### config.mk
export PLATFORM = sky130hd
export DESIGN_NAME = freq_temp_conv
export DESIGN_NICKNAME = d
export VERILOG_FILES = /design/src/rtl/fc_pkg.sv /design/src/rtl/fc_window_counter.sv /design/src/rtl/fc_res_stage.sv /design/src/rtl/fc_temp_stage.sv /design/src/rtl/freq_temp_conv.sv
export SDC_FILE = /design/constraint.sdc
export NUM_CORES = 1
export LEC_CHECK = 0
export BUFFER_PORTS_ARGS = -buffer_cell sky130_fd_sc_hd__buf_2
export CORE_MARGIN = 3
export CORE_UTILIZATION = 38
export CTS_BUF_LIST = sky130_fd_sc_hd__clkbuf_8
export CTS_CLUSTER_DIAMETER = 50
export DETAILED_ROUTE_END_ITERATION = 6
export PLACE_DENSITY = 0.58
export RECOVER_POWER = 25
export SLEW_MARGIN = 15
export SYNTH_ARGS = -nofsm -noshare
export SYNTH_HDL_FRONTEND = slang
export SYNTH_SLANG_ARGS = --single-unit
export TNS_END_PERCENT = 30
### constraint.sdc
create_clock -name clk -period 27.4 [get_ports clk]
set_input_delay 5.48 -clock clk [delete_from_list [all_inputs] [get_ports clk]]
set_output_delay 5.48 -clock clk [all_outputs]
set_load 0.005 [all_outputs]
### src/rtl/fc_pkg.sv
// fc_pkg: shared widths and limits for the frequency-to-temperature converter.
// Assumes every datapath word is DATA_W bits and reciprocals are RCP_W bits.
package fc_pkg;
    localparam int DATA_W = 13;
    localparam int RCP_W  = 16;
    localparam int TEMP_CAP = 400;
    typedef logic [DATA_W-1:0] word_t;
    typedef logic [RCP_W-1:0]  recip_t;
    localparam word_t WORD_MAX = '1;
endpackage

### src/rtl/fc_window_counter.sv
// fc_window_counter: synchronises the pulse input, detects rising edges and
// counts them inside back-to-back windows of 2**WIN_LOG2 clock cycles.
// At the last cycle of a window the count (including that cycle's edge) is
// latched with an overflow flag, and the next window starts the cycle after.
// Assumes pulse_in may be asynchronous; a three-stage shift register is used.
module fc_window_counter #(
    parameter int CNT_W    = 13,
    parameter int WIN_LOG2 = 14
) (
    input  logic             clk,
    input  logic             rst_n,
    input  logic             pulse_in,
    output logic [CNT_W-1:0] cnt_o,
    output logic             ovf_o,
    output logic             done_o
);
    localparam logic [CNT_W-1:0] CNT_MAX = '1;

    logic [2:0]          sync_q;
    logic                rise_w;
    logic [WIN_LOG2-1:0] tmr_q;
    logic                win_end;
    logic [CNT_W-1:0]    acc_q;
    logic [CNT_W-1:0]    acc_nxt;
    logic                sat_q;
    logic                sat_nxt;

    // Bring the pulse into the clock domain and keep one older sample.
    always_ff @(posedge clk) begin
        if (!rst_n) sync_q <= '0;
        else        sync_q <= {sync_q[1:0], pulse_in};
    end

    assign rise_w = sync_q[1] & ~sync_q[2];

    // Free-running window timer; its wrap marks the window end.
    always_ff @(posedge clk) begin
        if (!rst_n) tmr_q <= '0;
        else        tmr_q <= tmr_q + 1'b1;
    end

    assign win_end = &tmr_q;

    // Next count: increment on an edge, hold at full scale and flag overflow.
    always_comb begin
        acc_nxt = acc_q;
        sat_nxt = sat_q;
        if (rise_w) begin
            if (acc_q == CNT_MAX) sat_nxt = 1'b1;
            else                  acc_nxt = acc_q + 1'b1;
        end
    end

    // Running accumulator, cleared when a window closes.
    always_ff @(posedge clk) begin
        if (!rst_n || win_end) begin
            acc_q <= '0;
            sat_q <= 1'b0;
        end else begin
            acc_q <= acc_nxt;
            sat_q <= sat_nxt;
        end
    end

    // Latch the window result and mark it with a one-cycle done pulse.
    always_ff @(posedge clk) begin
        if (!rst_n) begin
            cnt_o  <= '0;
            ovf_o  <= 1'b0;
            done_o <= 1'b0;
        end else begin
            done_o <= win_end;
            if (win_end) begin
                cnt_o <= acc_nxt;
                ovf_o <= sat_nxt;
            end
        end
    end

    // R3
    ovf_full_chk: assert property (@(posedge clk) disable iff (!rst_n)
        (done_o && ovf_o) |-> (cnt_o == CNT_MAX));

    // R3
    acc_mono_chk: assert property (@(posedge clk) disable iff (!rst_n)
        !$past(win_end) |-> (acc_q >= $past(acc_q)));
endmodule

### src/rtl/fc_res_stage.sv
// fc_res_stage: turns a latched window count into a frequency by a power-of-two
// scale, then into a resistance estimate 10*f - k, clamped into DATA_W bits.
// Assumes corr_k_i is static while results are in flight.
module fc_res_stage
    import fc_pkg::*;
#(
    parameter int CNT_W          = 13,
    parameter int WIN_LOG2       = 14,
    parameter int FREQ_UNIT_LOG2 = 10
) (
    input  logic             clk,
    input  logic             rst_n,
    input  logic             v_i,
    input  logic [CNT_W-1:0] cnt_i,
    input  logic             ovf_i,
    input  word_t            corr_k_i,
    output logic             v_o,
    output word_t            res_o,
    output logic             ovf_o
);
    localparam int WIDE_W = CNT_W + DATA_W + 1;
    localparam int PROD_W = DATA_W + 4;
    localparam logic [WIDE_W-1:0] WIDE_MAX = WIDE_W'(WORD_MAX);
    localparam logic [PROD_W-1:0] PROD_MAX = PROD_W'(WORD_MAX);

    logic [WIDE_W-1:0] freq_wide;
    word_t             freq_w;
    logic [PROD_W-1:0] prod10;
    logic [PROD_W-1:0] k_ext;
    logic [PROD_W-1:0] diff_w;
    word_t             res_w;

    // The window-to-unit ratio picks a right or a left shift.
    generate
        if (WIN_LOG2 >= FREQ_UNIT_LOG2) begin : g_shr
            localparam int SH_R = WIN_LOG2 - FREQ_UNIT_LOG2;
            // Divide the count by the window length in frequency units.
            always_comb freq_wide = WIDE_W'(cnt_i) >> SH_R;
        end else begin : g_shl
            localparam int SH_L = FREQ_UNIT_LOG2 - WIN_LOG2;
            // Multiply the count when the window is shorter than the unit.
            always_comb freq_wide = WIDE_W'(cnt_i) << SH_L;
        end
    endgenerate

    // Clamp the frequency into a data word.
    always_comb begin
        if (freq_wide > WIDE_MAX) freq_w = WORD_MAX;
        else                      freq_w = freq_wide[DATA_W-1:0];
    end

    // Resistance = 10*f - k, with shift-add and both-sided clamp.
    always_comb begin
        prod10 = (PROD_W'(freq_w) << 3) + (PROD_W'(freq_w) << 1);
        k_ext  = PROD_W'(corr_k_i);
        diff_w = prod10 - k_ext;
        if (prod10 <= k_ext)        res_w = '0;
        else if (diff_w > PROD_MAX) res_w = WORD_MAX;
        else                        res_w = diff_w[DATA_W-1:0];
    end

    // Register the resistance with its valid and overflow tags.
    always_ff @(posedge clk) begin
        if (!rst_n) begin
            v_o   <= 1'b0;
            res_o <= '0;
            ovf_o <= 1'b0;
        end else begin
            v_o <= v_i;
            if (v_i) begin
                res_o <= res_w;
                ovf_o <= ovf_i;
            end
        end
    end

    // R1
    valid_pass_chk: assert property (@(posedge clk) disable iff (!rst_n)
        v_i |=> v_o);

    // R5
    res_zero_chk: assert property (@(posedge clk) disable iff (!rst_n)
        (v_i && cnt_i == '0) |=> (res_o == '0));
endmodule

### src/rtl/fc_temp_stage.sv
// fc_temp_stage: two registered steps. First the resistance above baseline is
// multiplied by a Q(FRAC) reciprocal of alpha*R0 and capped at T_MAX; then the
// temperature is multiplied by a Q(FRAC) reciprocal of k1 and offset by k2,
// saturating at full scale. Assumes the constants are static while in flight.
module fc_temp_stage
    import fc_pkg::*;
#(
    parameter int FRAC  = 12,
    parameter int T_MAX = TEMP_CAP
) (
    input  logic   clk,
    input  logic   rst_n,
    input  logic   v_i,
    input  word_t  res_i,
    input  logic   ovf_i,
    input  word_t  base_i,
    input  recip_t inv_ar_i,
    input  recip_t inv_k1_i,
    input  word_t  k2_i,
    output logic   v_o,
    output word_t  ctrl_o,
    output logic   ovf_o
);
    localparam int MUL_W = DATA_W + RCP_W;
    localparam logic [MUL_W-1:0] TCAP_W  = MUL_W'(T_MAX);
    localparam logic [MUL_W-1:0] WMAX_W  = MUL_W'(WORD_MAX);

    word_t            diff_w;
    logic [MUL_W-1:0] prod_t;
    logic [MUL_W-1:0] temp_sh;
    word_t            temp_w;
    logic             v_dt;
    word_t            dt_q;
    logic             ovf_dt;
    logic [MUL_W-1:0] prod_c;
    logic [MUL_W-1:0] sum_c;
    word_t            ctrl_w;

    // Temperature rise from resistance excess, capped at the maximum.
    always_comb begin
        diff_w  = (res_i > base_i) ? (res_i - base_i) : '0;
        prod_t  = MUL_W'(diff_w) * MUL_W'(inv_ar_i);
        temp_sh = prod_t >> FRAC;
        if (temp_sh > TCAP_W) temp_w = T_MAX[DATA_W-1:0];
        else                  temp_w = temp_sh[DATA_W-1:0];
    end

    // Register the temperature step.
    always_ff @(posedge clk) begin
        if (!rst_n) begin
            v_dt   <= 1'b0;
            dt_q   <= '0;
            ovf_dt <= 1'b0;
        end else begin
            v_dt <= v_i;
            if (v_i) begin
                dt_q   <= temp_w;
                ovf_dt <= ovf_i;
            end
        end
    end

    // Control word: scaled temperature plus offset, saturating.
    always_comb begin
        prod_c = MUL_W'(dt_q) * MUL_W'(inv_k1_i);
        sum_c  = (prod_c >> FRAC) + MUL_W'(k2_i);
        if (sum_c > WMAX_W) ctrl_w = WORD_MAX;
        else                ctrl_w = sum_c[DATA_W-1:0];
    end

    // Register the control word and its tags.
    always_ff @(posedge clk) begin
        if (!rst_n) begin
            v_o    <= 1'b0;
            ctrl_o <= '0;
            ovf_o  <= 1'b0;
        end else begin
            v_o <= v_dt;
            if (v_dt) begin
                ctrl_o <= ctrl_w;
                ovf_o  <= ovf_dt;
            end
        end
    end

    // R7
    temp_cap_chk: assert property (@(posedge clk) disable iff (!rst_n)
        v_dt |-> (dt_q <= T_MAX[DATA_W-1:0]));

    // R6
    temp_floor_chk: assert property (@(posedge clk) disable iff (!rst_n)
        (v_i && (res_i <= base_i)) |=> (dt_q == '0));
endmodule

### src/rtl/freq_temp_conv.sv
// freq_temp_conv: top of the gated-count frequency-to-temperature converter.
// Chains the window counter, the resistance stage and the temperature/control
// stage; results appear with a one-cycle valid strobe once per window.
// Assumes the user constants change only between measurements.
module freq_temp_conv
    import fc_pkg::*;
#(
    parameter int WIN_LOG2       = 14,
    parameter int FREQ_UNIT_LOG2 = 10,
    parameter int RECIP_FRAC     = 12,
    parameter int T_MAX          = TEMP_CAP
) (
    input  logic                clk,
    input  logic                rst_n,
    input  logic                pulse_in,
    input  logic [DATA_W-1:0]   corr_k_in,
    input  logic [DATA_W-1:0]   base_r_in,
    input  logic [RCP_W-1:0]    inv_ar_in,
    input  logic [RCP_W-1:0]    inv_k1_in,
    input  logic [DATA_W-1:0]   k2_in,
    output logic [DATA_W-1:0]   ctrl_out,
    output logic                ovf_out,
    output logic                valid_out
);
    localparam int CNT_W = DATA_W;

    logic [CNT_W-1:0] cnt_w;
    logic             cnt_ovf;
    logic             cnt_done;
    logic             res_v;
    word_t            res_w;
    logic             res_ovf;

    fc_window_counter #(.CNT_W(CNT_W), .WIN_LOG2(WIN_LOG2)) u_cnt (
        .clk      (clk),
        .rst_n    (rst_n),
        .pulse_in (pulse_in),
        .cnt_o    (cnt_w),
        .ovf_o    (cnt_ovf),
        .done_o   (cnt_done)
    );

    fc_res_stage #(
        .CNT_W          (CNT_W),
        .WIN_LOG2       (WIN_LOG2),
        .FREQ_UNIT_LOG2 (FREQ_UNIT_LOG2)
    ) u_res (
        .clk      (clk),
        .rst_n    (rst_n),
        .v_i      (cnt_done),
        .cnt_i    (cnt_w),
        .ovf_i    (cnt_ovf),
        .corr_k_i (corr_k_in),
        .v_o      (res_v),
        .res_o    (res_w),
        .ovf_o    (res_ovf)
    );

    fc_temp_stage #(.FRAC(RECIP_FRAC), .T_MAX(T_MAX)) u_tmp (
        .clk      (clk),
        .rst_n    (rst_n),
        .v_i      (res_v),
        .res_i    (res_w),
        .ovf_i    (res_ovf),
        .base_i   (base_r_in),
        .inv_ar_i (inv_ar_in),
        .inv_k1_i (inv_k1_in),
        .k2_i     (k2_in),
        .v_o      (valid_out),
        .ctrl_o   (ctrl_out),
        .ovf_o    (ovf_out)
    );

    // R2
    strobe_width_chk: assert property (@(posedge clk) disable iff (!rst_n)
        valid_out |=> !valid_out);

    // R8
    ctrl_floor_chk: assert property (@(posedge clk) disable iff (!rst_n)
        valid_out |-> (ctrl_out >= $past(k2_in)));
endmodule

### Yosys cells after proc, flatten, opt, wreduce, memory -nomap -nowiden

Index checks and enable logic that the tools add are counted.

| storage, ports and cells | value |
|---|---|
| logic and storage cells | 46 |
| output and inout port bits | 15 |
| register bits | 91 |

| cells by class | value |
|---|---|
| reduce and logical (&&, ||, !) cells | 3 |
| $mul | 2 |
| bitwise gates (word level) | 2 |
| muxes and demuxes | 10 |
| $lt $le $gt $ge | 6 |
| equal/unequal tests | 1 |
| $add $sub $neg | 6 |

Operators with widths:

| operator | number |
|---|---|
| 2-to-1 mux 13 bit | 8 |
| multiplier 13 x 16 -> 29 bit | 2 |
| greater-than comparator 29 x 13 -> 1 bit (second input constant) | 1 |
| adder 17 x 13 -> 18 bit | 1 |
| adder 16 x 14 -> 17 bit | 1 |
| greater-than comparator 17 x 13 -> 1 bit (second input constant) | 1 |
| greater-than comparator 17 x 9 -> 1 bit (second input constant) | 1 |
| less-or-equal comparator 17 x 13 -> 1 bit | 1 |
| subtractor 17 x 13 -> 17 bit | 1 |
| adder 14 x 1 -> 14 bit (second input constant) | 1 |
| AND reduction 14 bit | 1 |
| adder 13 x 1 -> 13 bit (second input constant) | 1 |
| equality test 13 bit (second input constant) | 1 |
| greater-than comparator 13 bit | 1 |
| greater-than comparator 9 x 13 -> 1 bit (second input constant) | 1 |
| subtractor 13 bit | 1 |
| 2-to-1 mux 1 bit | 2 |
| bitwise AND 1 bit | 1 |
| logical NOT 1 bit | 1 |
| logical OR 1 bit | 1 |
| inverter 1 bit | 1 |

### Logic depth before layout (Yosys ltp)

| depth | value |
|---|---|
| word-level depth | 7 |
| mapped depth | 34 |
| mapped depth without buffers | 32 |

### Cells and area by module

A second synthesis with hierarchy kept.

| unflattened totals | value |
|---|---|
| cells, all modules | 2348 |
| area total of the unflattened synthesis | 19520.0 um^2 |

By module, submodules not included:

| module | cells an instance | instances | area each (um^2) |
|---|---|---|---|
| fc_temp_stage | 1888 | 1 | 15715.1 |
| fc_window_counter | 234 | 1 | 2055.7 |
| fc_res_stage | 226 | 1 | 1749.2 |

### Worst setup path after synthesis

No wires, ideal clock.

| timing path | value |
|---|---|
| kind | input to register |
| from | in base_r_in[10] |
| to | reg u_tmp.dt_q[7] |
| cell stages on the path | 30 |
| library setup time | 0.120 ns |
| slack | 14.418 ns |
| data arrival time | 12.862 ns |
| data required time | 27.280 ns |
| buffers on the path | 4 |
| cells stage by stage | inv_1 > ha_1 > and4_4 > a41o_1 > a21oi_1 > clkbuf_1 > or2_2 > clkbuf_1 > nor3_1 > buf_2 > nand2_1 > fa_1 > fa_1 > inv_1 > fa_1 > fa_1 > inv_1 > fa_1 > inv_1 > ha_1 > clkbuf_1 > a21o_1 > a31o_2 > a21oi_1 > o21ai_0 > a21o_1 > a2111o_1 > a2111oi_4 > nand4_4 > o31a_1 |

| between the ends | value |
|---|---|
| cells in the longest elaborated chain, start to end | 5 |
| elaborated cells between the ends (all ways) | 6 |
| those cells by class | add/sub (1); mul (1); order compare (2); mux (2) |

RTL lines:

| item | RTL line | RTL |
|---|---|---|
| start: declaration | freq_temp_conv.sv:17 | `input logic [DATA_W-1:0] base_r_in,` |
| subtractor 13 bit or greater-than comparator 13 bit (tied branches) | fc_temp_stage.sv:41 | `diff_w = (res_i > base_i) ? (res_i - base_i) : '0;` |
| 2-to-1 mux 13 bit * | fc_temp_stage.sv:41 |  |
| multiplier 13 x 16 -> 29 bit * | fc_temp_stage.sv:42 | `prod_t = MUL_W'(diff_w) * MUL_W'(inv_ar_i);` |
| greater-than comparator 17 x 9 -> 1 bit | fc_temp_stage.sv:44 | `if (temp_sh > TCAP_W) temp_w = T_MAX[DATA_W-1:0];` |
| 2-to-1 mux 13 bit * | fc_temp_stage.sv:44 |  |
| end signal: assignment | fc_temp_stage.sv:57 | `dt_q <= temp_w;` |
| end: declaration | fc_temp_stage.sv:33 | `word_t dt_q;` |

Every way passes the cells marked *; elsewhere a longest branch is shown, timed or not.
A chain may end at the register's enable or synchronous reset.

### Worst setup path after layout

| timing path | value |
|---|---|
| from | in base_r_in[8] |
| to | reg u_tmp.dt_q[7] |

Same word-level chain as after synthesis.

==> flow_summary_export.csv <==
group,metric,value,unit
route,vias,15100,
synthesis,synth_flop_cell,"dfxtp_1",
sta,drv_slew,0,
route,dr.pass1.iters,5,
synthesis,ys_seq_area_share,9.26,%
finish,stdcell_area,20100,sq um
sta,slew_headroom,0.193,%
sta,final.setup_skew,0.0168,ns
critical_path,cp-end-kind,"flip-flop",
route,wl,47400,microns
global_route,antenna_found_initial,1,
run_status,status,"finished, violations left",
synthesis,synth-async-reset-ratio,0,%
worst_hold_path,min_to,"u_cnt.sync_q[1]$_SDFF_PN0_",
finish,finalNonFillerCells,2935,
run_status,violations,"capacitance limit",
sta,final-setup-viol-count,0,
power_and_ir_drop,p_leak,10.2,nW
synthesis,syn_area,18800,sq um
floorplanning,ios,89,
cts,postCtsSetupRepairBufs,0,
cts,cts_buffers,9,
route,drt-initial-drc-count,740,
route,antenna_left,0,
sta,hold_violations,0,
sta,tightest_slew,1.50,ns
global_route,grt_pass1_vias,16200,
worst_hold_path,hold_path_class,"reg -> reg",
sta,post-route-min-period,13.65,ns
power_and_ir_drop,powerDensity,13.0,nW/um^2
critical_path,worst_r2r_startpoint,"u_res.res_o[8]$_SDFFE_PN0P_",
floorplanning,die_w,229,microns
finish,area_growth,6.60,%
worst_hold_path,min_from,"u_cnt.sync_q[0]$_SDFF_PN0_",
worst_hold_path,min_delay_path_depth,1,
cts,cts_max_level,3,
critical_path,reg2reg_depth,28,
cts,clk-insertion-delay-late,0.37,ns
floorplanning,core,48300,sq um
place,place_inst,2920,
finish,nets,2847,
synthesis,synthTopCellsByArea,"fa_1 33%, ha_1 13%, dfxtp_1 9.3%",
cts,cts_tree,"done",
route,vias_per_cell,5.14,
cts,postCtsHoldBufs,0,
floorplanning,die_h,229,microns
critical_path,cp-start-kind,"input pin",
power_and_ir_drop,irDropWorstVdd,0.0215,mV
synthesis,syn-mean-instance-area,8.34,sq um
critical_path,worstPathRequired,27.65,ns
sta,setup_tns,0,ns
run,drv_cap,1,
power_and_ir_drop,power,0.261,mW
cts,clockBufferDepth,2,
critical_path,path_class,"in -> reg",
critical_path,arrival,13.90,ns
critical_path,slowest_stage,"a21oi_1",
cts,numClockSinks,87,
place,gp_congestion,0.904,
cts,root_buffer,"clkbuf_8",
route,wl_per_cell,16.1,microns
synthesis,synth_edf_count,0,
synthesis,synthCells,2257,
place,io_buffers,88,
synthesis,synthDistinctLibCells,82,
floorplanning,rows,80,
synthesis,yosysWarnings,0,
floorplanning,start_util,38.9,%
critical_path,rrSetupSlack,18.64,ns
synthesis,ys_seq_elements,87,
global_route,grt_pass1_wl,81600,microns
finish,n_antenna_cell,0,
place,hpwl,38100,microns
synthesis,yosys.area.top_type,"fa_1",
global_route,grt_usage,18.8,%
place,dp_slack,13.26,ns
critical_path,cp_slowest_stage_delay,0.74,ns
place,placed_area,19800,sq um
floorplanning,die_area,52200,sq um
sta,period_share,49.8,%
route,post-route-drc-count,0,
global_route,gr-total-overflow,0,
cts,cts_resized,0,
sta,setup_slack,13.75,ns
synthesis,syn-num-nets,2829,
synthesis,synth_top_area_share,33.0,%
cts,clkTransAtPathRegs,0.10,ns
sta,fmax,73.3,MHz
finish,drive_gt1_share,6.41,%
critical_path,crit_fanout,16,
sta,grt_setup_unrepaired,"false",
global_route,grt_max_degree,37,
critical_path,r2r_end,"u_tmp.dt_q[7]$_SDFFE_PN0P_",
-- where the power goes --
part,internal (mW),switching (mW),leakage (nW),total (mW)
Combinational,0.0106,0.0248,9.40,0.0354
Sequential,0.127,0.000394,0.702,0.127
Clock,0.0514,0.0466,0.102,0.0980
Total,0.189,0.0718,10.2,0.261
-- placed cells by master, fill, tap and decap left out, drive strengths merged, types with 9 or more instances in the layout --
cell type	netlist	routed
and2	179	179
nor2	117	117
nand2	287	287
nor2b	12	12
ha	188	188
nand3	41	41
nor3	36	36
xor2	25	25
nand2b	9	9
o21a	22	22
xnor2	44	44
nand4	23	23
fa	310	310
and3	23	23
o21bai	9	9
dfxtp	87	87
clkbuf	87	14
and4	17	17
buf	8	97
a21oi	77	77
inv	429	431
o21ai	63	63
a21o	32	32
-- sequential cells by signal (all words and copies together), names as in the netlist, named ones only --
| name | flops |
|---|---|
| u_cnt.acc_q | 9 |
| u_cnt.cnt_o | 9 |
| u_cnt.done_o | 1 |
| u_cnt.ovf_o | 1 |
| u_cnt.sat_q | 1 |
| u_cnt.sync_q | 3 |
| u_cnt.tmr_q | 14 |
| u_res.ovf_o | 1 |
| u_res.res_o | 13 |
| u_res.v_o | 1 |
| u_tmp.ctrl_o | 13 |
| u_tmp.dt_q | 13 |
| u_tmp.ovf_dt | 1 |
| u_tmp.ovf_o | 1 |
| u_tmp.v_dt | 1 |
| u_tmp.v_o | 1 |
-- cells in the mapped netlist, types with 40 or more instances --
master / number
inv_1: 429
fa_1: 310
nand2_1: 287
ha_1: 188
and2_1: 177
nor2_1: 117
clkbuf_1: 87
dfxtp_1: 87
a21oi_1: 76
o21ai_0: 52
xnor2_1: 44
nand3_1: 40
-- worst max-delay path, delay by kind of cell --
kind                       cells  cell delay (ns)
AOI/OAI and AO/OA             10             2.95
and+or+nand+nor                6             1.76
buffers and inverters          7             0.51
adders and majority gates      7             3.16
-- cells by family (layout without fill, tap and decap cells) --
| group | after synthesis | count (layout) | share of synthesized area, % |
|---|---|---|---|
| simple gates | 774 | 774 | 20.4 |
| buf+inv | 527 | 549 | 10.6 |
| fa+ha+maj | 498 | 498 | 45.5 |
| compound gates | 293 | 293 | 10.6 |
| flops | 87 | 87 | 9.26 |
| xor+xnor | 69 | 69 | 3.21 |
| mux | 9 | 9 | 0.485 |
-- metrics by stage --
stage / utilization, % / hold slack [ns]
CTS: 41.5 / 0.445
global placement: 41.0 / 0.425
floorplan: - / 0.412
detailed placement: 41.0 / 0.421
global route: 41.5 / 0.460
finish: 41.5 / 0.442
-- worst max path at each step --
stage,start,endpoint,slack [ns],cells after the start
global placement,base_r_in[10],u_tmp.dt_q[7]$_SDFFE_PN0P_,13.51,28
floorplan,base_r_in[10],u_tmp.dt_q[7]$_SDFFE_PN0P_,14.42,30
global route,base_r_in[8],u_tmp.dt_q[7]$_SDFFE_PN0P_,13.26,30
detailed placement,base_r_in[8],u_tmp.dt_q[7]$_SDFFE_PN0P_,13.26,28
finish,base_r_in[8],u_tmp.dt_q[7]$_SDFFE_PN0P_,13.75,30
CTS,base_r_in[8],u_tmp.dt_q[7]$_SDFFE_PN0P_,13.64,28
-- final cells by class --
cell class                 count  area (sq um)
fill                        4931         28300
multi-input combinational   1643         15100
sequential                    87          1740
inverter                     432          1620
tap                          656           821
timing repair buffer         102           539
clock buffer                   9           124
clock inverter                 6          92.6
-- per-layer routing --
layer  share of wire [%]  wire [microns]  vias to the layer above  global-route usage, %
met5                   0               0                        -                      0
met4                 1.4             673                        0                   3.26
met3                 4.3            2040                       56                   1.77
met2                  48           22600                      344                   31.9
met1                  47           22100                     7544                   26.5
li1                    -               -                     7136                      -
Note: power is estimated with default switching activity, not from simulation.
